[src/rtl/wr_cmd_sel_pkg.sv]
package wr_cmd_sel_pkg;

    typedef enum logic {
        CMD_MW  = 1'b0,
        CMD_MWI = 1'b1
    } wr_cmd_e;

    // A line size is usable when it is a nonzero power of two.
    function automatic logic line_usable(input logic [7:0] ls);
        return (ls != 8'd0) && ((ls & (ls - 8'd1)) == 8'd0);
    endfunction

endpackage

[src/rtl/line_edge.sv]
module line_edge #(
    parameter int AW = 16,
    parameter int LW = 8
) (
    input  logic [AW-1:0] addr,
    input  logic [LW-1:0] line_size,
    output logic          usable,
    output logic          aligned
);
    localparam int XW = (AW > LW) ? AW : LW;

    logic [XW-1:0] ls_x;
    logic [XW-1:0] mask_x;
    logic [XW-1:0] addr_x;

    always_comb begin
        ls_x   = XW'(line_size);
        addr_x = XW'(addr);
        mask_x = ls_x - XW'(1);
        usable = (ls_x != '0) && ((ls_x & mask_x) == '0);
        aligned = usable && ((addr_x & mask_x) == '0);
    end
endmodule

[src/rtl/mwi_qualify.sv]
module mwi_qualify #(
    parameter int AW = 16,
    parameter int SW = 12,
    parameter int LW = 8
) (
    input  logic [AW-1:0] addr,
    input  logic [SW-1:0] space,
    input  logic [SW-1:0] avail,
    input  logic [LW-1:0] line_size,
    input  logic          enable,
    output logic          ok
);
    localparam int CW = (SW > LW) ? SW : LW;

    logic usable;
    logic aligned;

    line_edge #(.AW(AW), .LW(LW)) u_align (
        .addr      (addr),
        .line_size (line_size),
        .usable    (usable),
        .aligned   (aligned)
    );

    always_comb begin
        ok = enable && usable && aligned
             && (CW'(space) >= CW'(line_size))
             && (CW'(avail) >= CW'(line_size));
    end
endmodule

[src/rtl/wr_cmd_sel.sv]
module wr_cmd_sel
    import wr_cmd_sel_pkg::*;
#(
    parameter int AW = 16,
    parameter int SW = 12,
    parameter int LW = 8
) (
    input  logic          clk,
    input  logic          rst_n,
    input  logic          req_valid,
    input  logic [AW-1:0] start_addr,
    input  logic [SW-1:0] buf_space,
    input  logic [SW-1:0] data_avail,
    input  logic [LW-1:0] line_size,
    input  logic          mwi_enable,
    input  logic          cut_on_line,
    input  logic          beat_done,
    output logic          cmd_is_mwi,
    output logic          burst_start,
    output logic          cut_request
);
    typedef struct packed {
        logic          open;
        wr_cmd_e       cmd;
        logic [AW-1:0] addr;
        logic          start;
        logic          cut;
    } sel_state_t;

    sel_state_t st_q, st_d;

    logic [AW-1:0] addr_inc;
    logic          start_ok;
    logic          keep_ok;
    logic          edge_usable;
    logic          edge_hit;

    assign addr_inc = st_q.addr + AW'(1);

    mwi_qualify #(.AW(AW), .SW(SW), .LW(LW)) u_start_q (
        .addr      (start_addr),
        .space     (buf_space),
        .avail     (data_avail),
        .line_size (line_size),
        .enable    (mwi_enable),
        .ok        (start_ok)
    );

    mwi_qualify #(.AW(AW), .SW(SW), .LW(LW)) u_keep_q (
        .addr      (addr_inc),
        .space     (buf_space),
        .avail     (data_avail),
        .line_size (line_size),
        .enable    (mwi_enable),
        .ok        (keep_ok)
    );

    line_edge #(.AW(AW), .LW(LW)) u_edge (
        .addr      (addr_inc),
        .line_size (line_size),
        .usable    (edge_usable),
        .aligned   (edge_hit)
    );

    always_comb begin
        st_d       = st_q;
        st_d.start = 1'b0;
        st_d.cut   = 1'b0;
        if (!st_q.open) begin
            if (req_valid) begin
                st_d.open  = 1'b1;
                st_d.start = 1'b1;
                st_d.cmd   = start_ok ? CMD_MWI : CMD_MW;
                st_d.addr  = start_addr;
            end
        end else if (!req_valid) begin
            st_d.open = 1'b0;
        end else if (beat_done) begin
            st_d.addr = addr_inc;
            if (edge_hit) begin
                if ((st_q.cmd == CMD_MWI) ? !keep_ok : cut_on_line) begin
                    st_d.cut  = 1'b1;
                    st_d.open = 1'b0;
                end
            end
        end
    end

    always_ff @(posedge clk) begin
        if (!rst_n) begin
            st_q <= '{open: 1'b0, cmd: CMD_MW, addr: '0, start: 1'b0, cut: 1'b0};
        end else begin
            st_q <= st_d;
        end
    end

    assign cmd_is_mwi  = (st_q.cmd == CMD_MWI);
    assign burst_start = st_q.start;
    assign cut_request = st_q.cut;


    start_cut_excl_chk: assert property (@(posedge clk) disable iff (!rst_n)
        !(burst_start && cut_request));


    mwi_needs_enable_chk: assert property (@(posedge clk) disable iff (!rst_n)
        (burst_start && cmd_is_mwi) |-> $past(mwi_enable));


    zero_line_no_mwi_chk: assert property (@(posedge clk) disable iff (!rst_n)
        (burst_start && cmd_is_mwi) |-> $past(line_size != '0));


    mw_cut_needs_opt_chk: assert property (@(posedge clk) disable iff (!rst_n)
        (cut_request && !cmd_is_mwi) |-> $past(cut_on_line));


    cut_after_beat_chk: assert property (@(posedge clk) disable iff (!rst_n)
        cut_request |-> ($past(beat_done) && $past(req_valid)));


    cmd_held_chk: assert property (@(posedge clk) disable iff (!rst_n)
        (!burst_start && !$past(!rst_n)) |-> $stable(cmd_is_mwi));


    start_one_cycle_chk: assert property (@(posedge clk) disable iff (!rst_n)
        burst_start |=> !burst_start);
endmodule

[config.mk]
export PLATFORM = sky130hd
export DESIGN_NAME = wr_cmd_sel
export DESIGN_NICKNAME = d
export VERILOG_FILES = /design/src/rtl/wr_cmd_sel_pkg.sv /design/src/rtl/line_edge.sv /design/src/rtl/mwi_qualify.sv /design/src/rtl/wr_cmd_sel.sv
export SDC_FILE = /design/constraint.sdc
export NUM_CORES = 1
export LEC_CHECK = 0
export BUFFER_PORTS_ARGS = -buffer_cell sky130_fd_sc_hd__buf_2
export CAP_MARGIN = 20
export CORE_MARGIN = 1
export CORE_UTILIZATION = 48
export CTS_CLUSTER_SIZE = 16
export DETAILED_ROUTE_END_ITERATION = 16
export PLACE_DENSITY = 0.8
export SLEW_MARGIN = 25
export SYNTH_ARGS = -nofsm -noshare
export SYNTH_HDL_FRONTEND = slang
export SYNTH_SLANG_ARGS = --single-unit
[constraint.sdc]
create_clock -name clk -period 3.1 [get_ports clk]
set_input_delay 0.31 -clock clk [delete_from_list [all_inputs] [get_ports clk]]
set_output_delay 0.31 -clock clk [all_outputs]
set_load 0.02 [all_outputs]
==> results of run 1 <==
==> where the power goes <==
group | switching [mW] | internal [mW]
clock | 0.0532 | 0.0714
sequential | 0.00779 | 0.162
combinational | 0.0806 | 0.0698
total | 0.142 | 0.303
==> final cells by class <==
type | instances | area (sq um) | area share, %
clock buffers | 4 | 36.3 | 2.14
flip-flops and latches | 12 | 240 | 14.2
repair buffers | 49 | 248 | 14.6
well taps | 31 | 38.8 | 2.29
inverters | 27 | 101 | 5.98
multi-input cells | 136 | 1030 | 60.8
==> cells in the final DEF, fill, tap and decap left out, types with 2 or more instances in the layout <==
| cell type | synthesis | routed |
|---|---|---|
| dfxtp_1 | 12 | 12 |
| xnor2_1 | 3 | 3 |
| inv_1 | 27 | 27 |
| nor3_1 | 7 | 7 |
| o22ai_1 | 7 | 7 |
| nand2_1 | 11 | 11 |
| nand3_1 | 6 | 6 |
| nor2b_1 | 2 | 2 |
| and2_1 | 4 | 4 |
| buf_2 | 1 | 48 |
| ha_1 | 25 | 25 |
| and2b_1 | 2 | 2 |
| o2111ai_1 | 3 | 3 |
| clkbuf_4 | 0 | 3 |
| o21ai_1 | 2 | 2 |
| a22oi_1 | 2 | 2 |
| nand2b_1 | 2 | 2 |
| nor4_1 | 3 | 3 |
| a221oi_1 | 2 | 2 |
| o21ai_0 | 10 | 10 |
| o211ai_1 | 2 | 2 |
| xor2_1 | 2 | 2 |
| nor2_1 | 6 | 6 |
| a211oi_1 | 4 | 4 |
| a21oi_1 | 13 | 13 |
==> kinds of logic (layout without fill, tap and decap cells) <==
family / Yosys count / in the layout / synth area share, %
xor gates and xnor gates: 5 / 5 / 3.12
muxes: 1 / 1 / 0.714
AOI/OAI and AO/OA: 52 / 52 / 25.4
buffers and inverters: 35 / 80 / 9.46
DFF: 12 / 12 / 17.1
adders and majority gates: 25 / 25 / 22.3
and+or+nand+nor: 53 / 53 / 21.9
==> flip-flops by register name, indices dropped and copies added (netlist names) <==
register     cells
burst_start      1
st_q             9
cmd_is_mwi       1
cut_request      1
==> per-layer routing <==
metal / part of all wire [%] / vias up
li1: - / 754
met1: 47 / 656
met2: 47 / 53
met3: 6.4 / 2
met4: 0.40 / 0
met5: 0 / -
==> worst max-delay path: stages <==
cell       delay (ns)
buf_2            0.14
nor3_1           0.33
inv_1            0.09
ha_1             0.18
or4_4            0.52
a211oi_2         0.23
o2111ai_1        0.15
a221o_1          0.31
a311o_1          0.29
nor2b_4          0.13
==> through the flow <==
stage	util, %	hold slack, ns
2_1_floorplan	-	0.399
5_1_grt	61.4	0.288
3_5_place_dp	60.1	0.511
6_report	61.4	0.287
3_3_place_gp	60.1	0.509
4_1_cts	61.4	0.271
==> final timing paths <==
path / start / depth (start not counted) / to
setup reg to reg: st_q[2]$_SDFFE_PN0P_ / 7 / st_q[19]$_SDFF_PN0_
hold reg to reg: cmd_is_mwi$_SDFFE_PN0P_ / 2 / cmd_is_mwi$_SDFFE_PN0P_
hold / removal: req_valid / 2 / st_q[3]$_SDFFE_PN0P_
setup / recovery: line_size[0] / 10 / st_q[19]$_SDFF_PN0_
==> flow_metrics.env, run 1 <==
export IMPL_drc=0
export IMPL_synth_top_cell_by_area="ha_1"
export IMPL_hp_class="in -> reg"
export IMPL_core_area_sq_um=2760
export IMPL_cts_sinks=12
export IMPL_met3_usage_pct=4.65
export IMPL_wire_per_inst_um=12.7
export IMPL_grtUsageMet1_pct=29.5
export IMPL_grt_max_degree=15
export IMPL_yosysWarningCount=0
export IMPL_busiest_layer="met2"
export IMPL_die_h_um=56.1
export IMPL_critical_path_class="in -> reg"
export IMPL_drt_initial_drc_count=71
export IMPL_via_per_inst=5.66
export IMPL_cts_buffers_inserted=3
export IMPL_setup_ws_ns=0.575
export IMPL_wl_mm=3.29
export IMPL_startpoint_type="input port"
export IMPL_fin_crit_sh_pct=81.4
export IMPL_synth_top_flop_cell="dfxtp_1"
export IMPL_fin_setup_tns_ns=0
export IMPL_synth_cells=183
export IMPL_slew_violations=0
export IMPL_yosysSeqAreaShare_pct=17.1
export IMPL_worstSkewPairLatency_ns=0.28
export IMPL_placed_area_sq_um=1660
export IMPL_antenna_found_initial=0
export IMPL_skew_ns=0.00823
export IMPL_fillers=251
export IMPL_crit_required_ns=3.27
export IMPL_grt_pass1_wl_mm=5.57
export IMPL_setup_viol=0
export IMPL_ant_nets=0
export IMPL_avgSynthCellArea_sq_um=7.66
export IMPL_maxCapViolCount=0
export IMPL_use_met2_pct=37.1
export IMPL_arrival_ns=2.69
export IMPL_clock_path_buffers=2
export IMPL_drt_pass1_iter_count=4
export IMPL_ctsHoldBuffers=0
export IMPL_cts_resized=0
export IMPL_htreeDepth=1
export IMPL_max_freq_ghz=0.396
export IMPL_first_global_vias=1279
export IMPL_placedCellCount=255
export IMPL_overflow=0
export IMPL_end_kind="flip-flop"
export IMPL_drive_gt1_share_pct=26.3
export IMPL_rsz0062_at_grt="no"
export IMPL_synth_edff_count=0
export IMPL_fp_dieArea_sq_um=3140
export IMPL_dp_hpwl_mm=2.76
export IMPL_fp_dieW_um=56.1
export IMPL_path_clk_slew_ns=0.08
export IMPL_synth_most_common_cell="inv_1"
export IMPL_vias=1465
export IMPL_num_io_pins=57
export IMPL_synth_area_sq_um=1400
export IMPL_layoutNonFillerInstCount=259
export IMPL_cts_root_buffer="clkbuf_4"
export IMPL_start_util_pct=50.9
export IMPL_ys_async_sr_fraction_pct=0
export IMPL_synth_top_cells_by_count="inv_1, ha_1, a21oi_1, dfxtp_1, nand2_1"
export IMPL_netlist_area_leader_share_pct=22.3
export IMPL_p_leak_nw=0.828
export IMPL_fin_area_sq_um=1690
export IMPL_max_slew_margin_rel_pct=58.4
export IMPL_cts_tree="done"
export IMPL_period_needed_ns=2.52
export IMPL_r2r_setup_slack_ns=0.87
export IMPL_hold_viol=0
export IMPL_pre_cts_ws_ns=0.300
export IMPL_grtUsageTotal_pct=22.0
export IMPL_p_per_area_nw_per_um2=263
export IMPL_syn_num_nets=262
export IMPL_synthDistinctLibCells=43
export IMPL_portBuffers=48
export IMPL_tightest_slew_ns=0.620
export IMPL_area_growth_pct=20.8
export IMPL_ys_seq_elements=12
export IMPL_cp_max_fo=6
export IMPL_nNetsFinal=308
export IMPL_row_count=19
export IMPL_peakVddDrop_mv=0.389
export IMPL_ys_top_cells_by_area="ha_1, dfxtp_1, inv_1"
export IMPL_power_total_uw=445
export IMPL_outcome="completed"
export IMPL_n_antenna_cell=0
export IMPL_post_cts_buffers=0
export IMPL_place_congestion=0.848
Power figures use the tool's default switching activity.
==> run 2: changes to the inputs <==
Clock period 3.1 ns to 2.6 ns, I/O delays scaled along.
==> flow_metrics.env, run 2 (same netlist as run 1, synthesis figures left out) <==
export IMPL_register_area_sq_um=240
export IMPL_first_global_vias=1362
export IMPL_grt_pass1_wl_mm=5.56
export IMPL_ctsHoldBuffers=0
export IMPL_rr_endpoint="st_q[19]$_SDFF_PN0_"
export IMPL_via_per_inst=5.54
export IMPL_skew_ns=0.00944
export IMPL_ant_nets=0
export IMPL_cp_max_fo=2
export IMPL_final_cell_mix="buf_2, inv_1, ha_1"
export IMPL_overflow=0
export IMPL_max_freq_ghz=0.419
export IMPL_antenna_found_initial=0
export IMPL_crit_required_ns=2.78
export IMPL_critical_path_class="in -> reg"
export IMPL_arrival_ns=2.56
export IMPL_grtUsageTotal_pct=22.1
export IMPL_largest_reg_flops=9
export IMPL_portBuffers=48
export IMPL_core_area_sq_um=2760
export IMPL_rsz0062_at_grt="no"
export IMPL_fin_crit_sh_pct=91.8
export IMPL_period_needed_ns=2.39
export IMPL_pwr_share_comb_pct=35.1
export IMPL_vias=1501
export IMPL_drc=0
export IMPL_n_antenna_cell=0
export IMPL_cts_buffers_inserted=3
export IMPL_worstHoldStart="req_valid"
export IMPL_num_io_pins=57
export IMPL_hp_class="in -> reg"
export IMPL_cp_slowest_stage_delay_ns=0.48
export IMPL_place_congestion=0.879
export IMPL_path_clk_slew_ns=0.08
export IMPL_r2r_setup_slack_ns=0.44
export IMPL_whs_path_depth=2
export IMPL_outcome="completed"
export IMPL_startpoint_type="input port"
export IMPL_whs_ns=0.219
export IMPL_tightest_slew_ns=0.586
export IMPL_worstSkewPairLatency_ns=0.29
export IMPL_hold_viol=0
export IMPL_drive_gt1_share_pct=30.0
export IMPL_pre_cts_ws_ns=-0.0722
export IMPL_r2r_cells=7
export IMPL_hold_end="st_q[3]$_SDFFE_PN0P_"
export IMPL_cts_resized=0
export IMPL_htreeDepth=1
export IMPL_maxCapViolCount=0
export IMPL_drt_initial_drc_count=72
export IMPL_wl_mm=3.38
export IMPL_post_cts_buffers=0
export IMPL_switchingPower_uw=176
export IMPL_multi_input_area_sq_um=1030
export IMPL_crit_family="simple AND/OR/NAND/NOR gates"
export IMPL_p_per_area_nw_per_um2=307
export IMPL_top_register="st_q"
export IMPL_internal_power_uw=373
export IMPL_area_growth_pct=27.2
export IMPL_path_cells="buf_2, nor4_2, nand2_1, ha_1, or4_4, a211oi_2, o2111ai_1, a221o_1, a311o_1, nor2b_4"
export IMPL_row_count=19
export IMPL_timing_rr_start="st_q[2]$_SDFFE_PN0P_"
export IMPL_grt_max_degree=14
export IMPL_setup_viol=0
export IMPL_slowest_stage="or4_4"
export IMPL_fin_util_pct=64.7
export IMPL_fp_dieArea_sq_um=3140
export IMPL_fp_dieW_um=56.1
export IMPL_swShare_pct=32.0
export IMPL_dp_hpwl_mm=2.89
export IMPL_cts_sinks=12
export IMPL_drt_pass1_iter_count=4
export IMPL_setup_ws_ns=0.214
export IMPL_max_slew_margin_rel_pct=60.6
export IMPL_peakVddDrop_mv=0.406
export IMPL_wire_per_inst_um=12.5
export IMPL_cp_buffers_inverters=1
export IMPL_die_h_um=56.1
export IMPL_cts_tree="done"
export IMPL_fillers=240
export IMPL_start_util_pct=50.9
export IMPL_end_kind="flip-flop"
export IMPL_p_seq_share_pct=37.0
export IMPL_slew_violations=0
export IMPL_cts_root_buffer="clkbuf_4"
export IMPL_final_common_cell="buf_2"
export IMPL_clock_path_buffers=2
export IMPL_nNetsFinal=320
export IMPL_p_clk_share_pct=27.9
export IMPL_p_leak_nw=0.887
## run 2: cell types whose count changed in the layout (fill, tap and decap cells not counted), sizes merged
cell  change
buf      +12
## run 2: power by group through the flow
stage	Sequential [mW]	Clock, mW	Combinational (mW)
global route	0.204	0.167	0.217
finish	0.203	0.153	0.192
floorplan	0.205	0	0.110
CTS	0.203	0.153	0.193
detailed placement	0.207	0	0.191
global placement	0.207	0	0.187
## run 2: worst max-delay path by stage
| stage | from | endpoint | slack (ns) | cells after the start |
|---|---|---|---|---|
| after floorplan | line_size[3] | st_q[19]$_SDFF_PN0_ | 0.23 | 9 |
| after global placement | line_size[5] | st_q[19]$_SDFF_PN0_ | -0.04 | 10 |
| after detailed placement | line_size[5] | st_q[19]$_SDFF_PN0_ | -0.07 | 10 |
| after CTS | line_size[3] | st_q[19]$_SDFF_PN0_ | 0.20 | 10 |
| after global routing | line_size[3] | st_q[19]$_SDFF_PN0_ | 0.13 | 10 |
| final | line_size[5] | st_q[19]$_SDFF_PN0_ | 0.21 | 10 |
## run 2: cell type report
type / instances / area share (%)
inverter: 27 / 5.68
clock buffer: 4 / 2.03
multi-input combinational: 136 / 57.7
tap: 31 / 2.17
timing repair buffer: 61 / 18.9
sequential: 12 / 13.5
## run 2: worst register-to-register path, cell delays in order, from the launching register on
cell and delay (ns):
dfxtp_1 0.43, ha_1 0.27, xor2_1 0.13, a2111oi_4 0.35, o2111ai_1 0.14, a221o_1 0.30
a311o_1 0.31, nor2b_4 0.13
## run 2: stage by stage
stage / power, mW / setup TNS, ns / instances / instance area (sq um)
after global routing: 0.588 / 0 / 271 / 1780
final: 0.548 / 0 / 271 / 1780
after detailed placement: 0.398 / -0.0722 / 267 / 1750
after floorplan: 0.315 / 0 / 183 / 1400
after global placement: 0.394 / -0.0376 / 267 / 1750
after CTS: 0.549 / 0 / 271 / 1780
## run 2: layer usage
metal / GRT usage [%] / up-vias / routed length (um)
li1: - / 782 / -
met1: 28.1 / 654 / 1510
met2: 38.9 / 63 / 1570
met3: 4.65 / 2 / 287
met4: 3.14 / 0 / 16
met5: 0 / - / 0
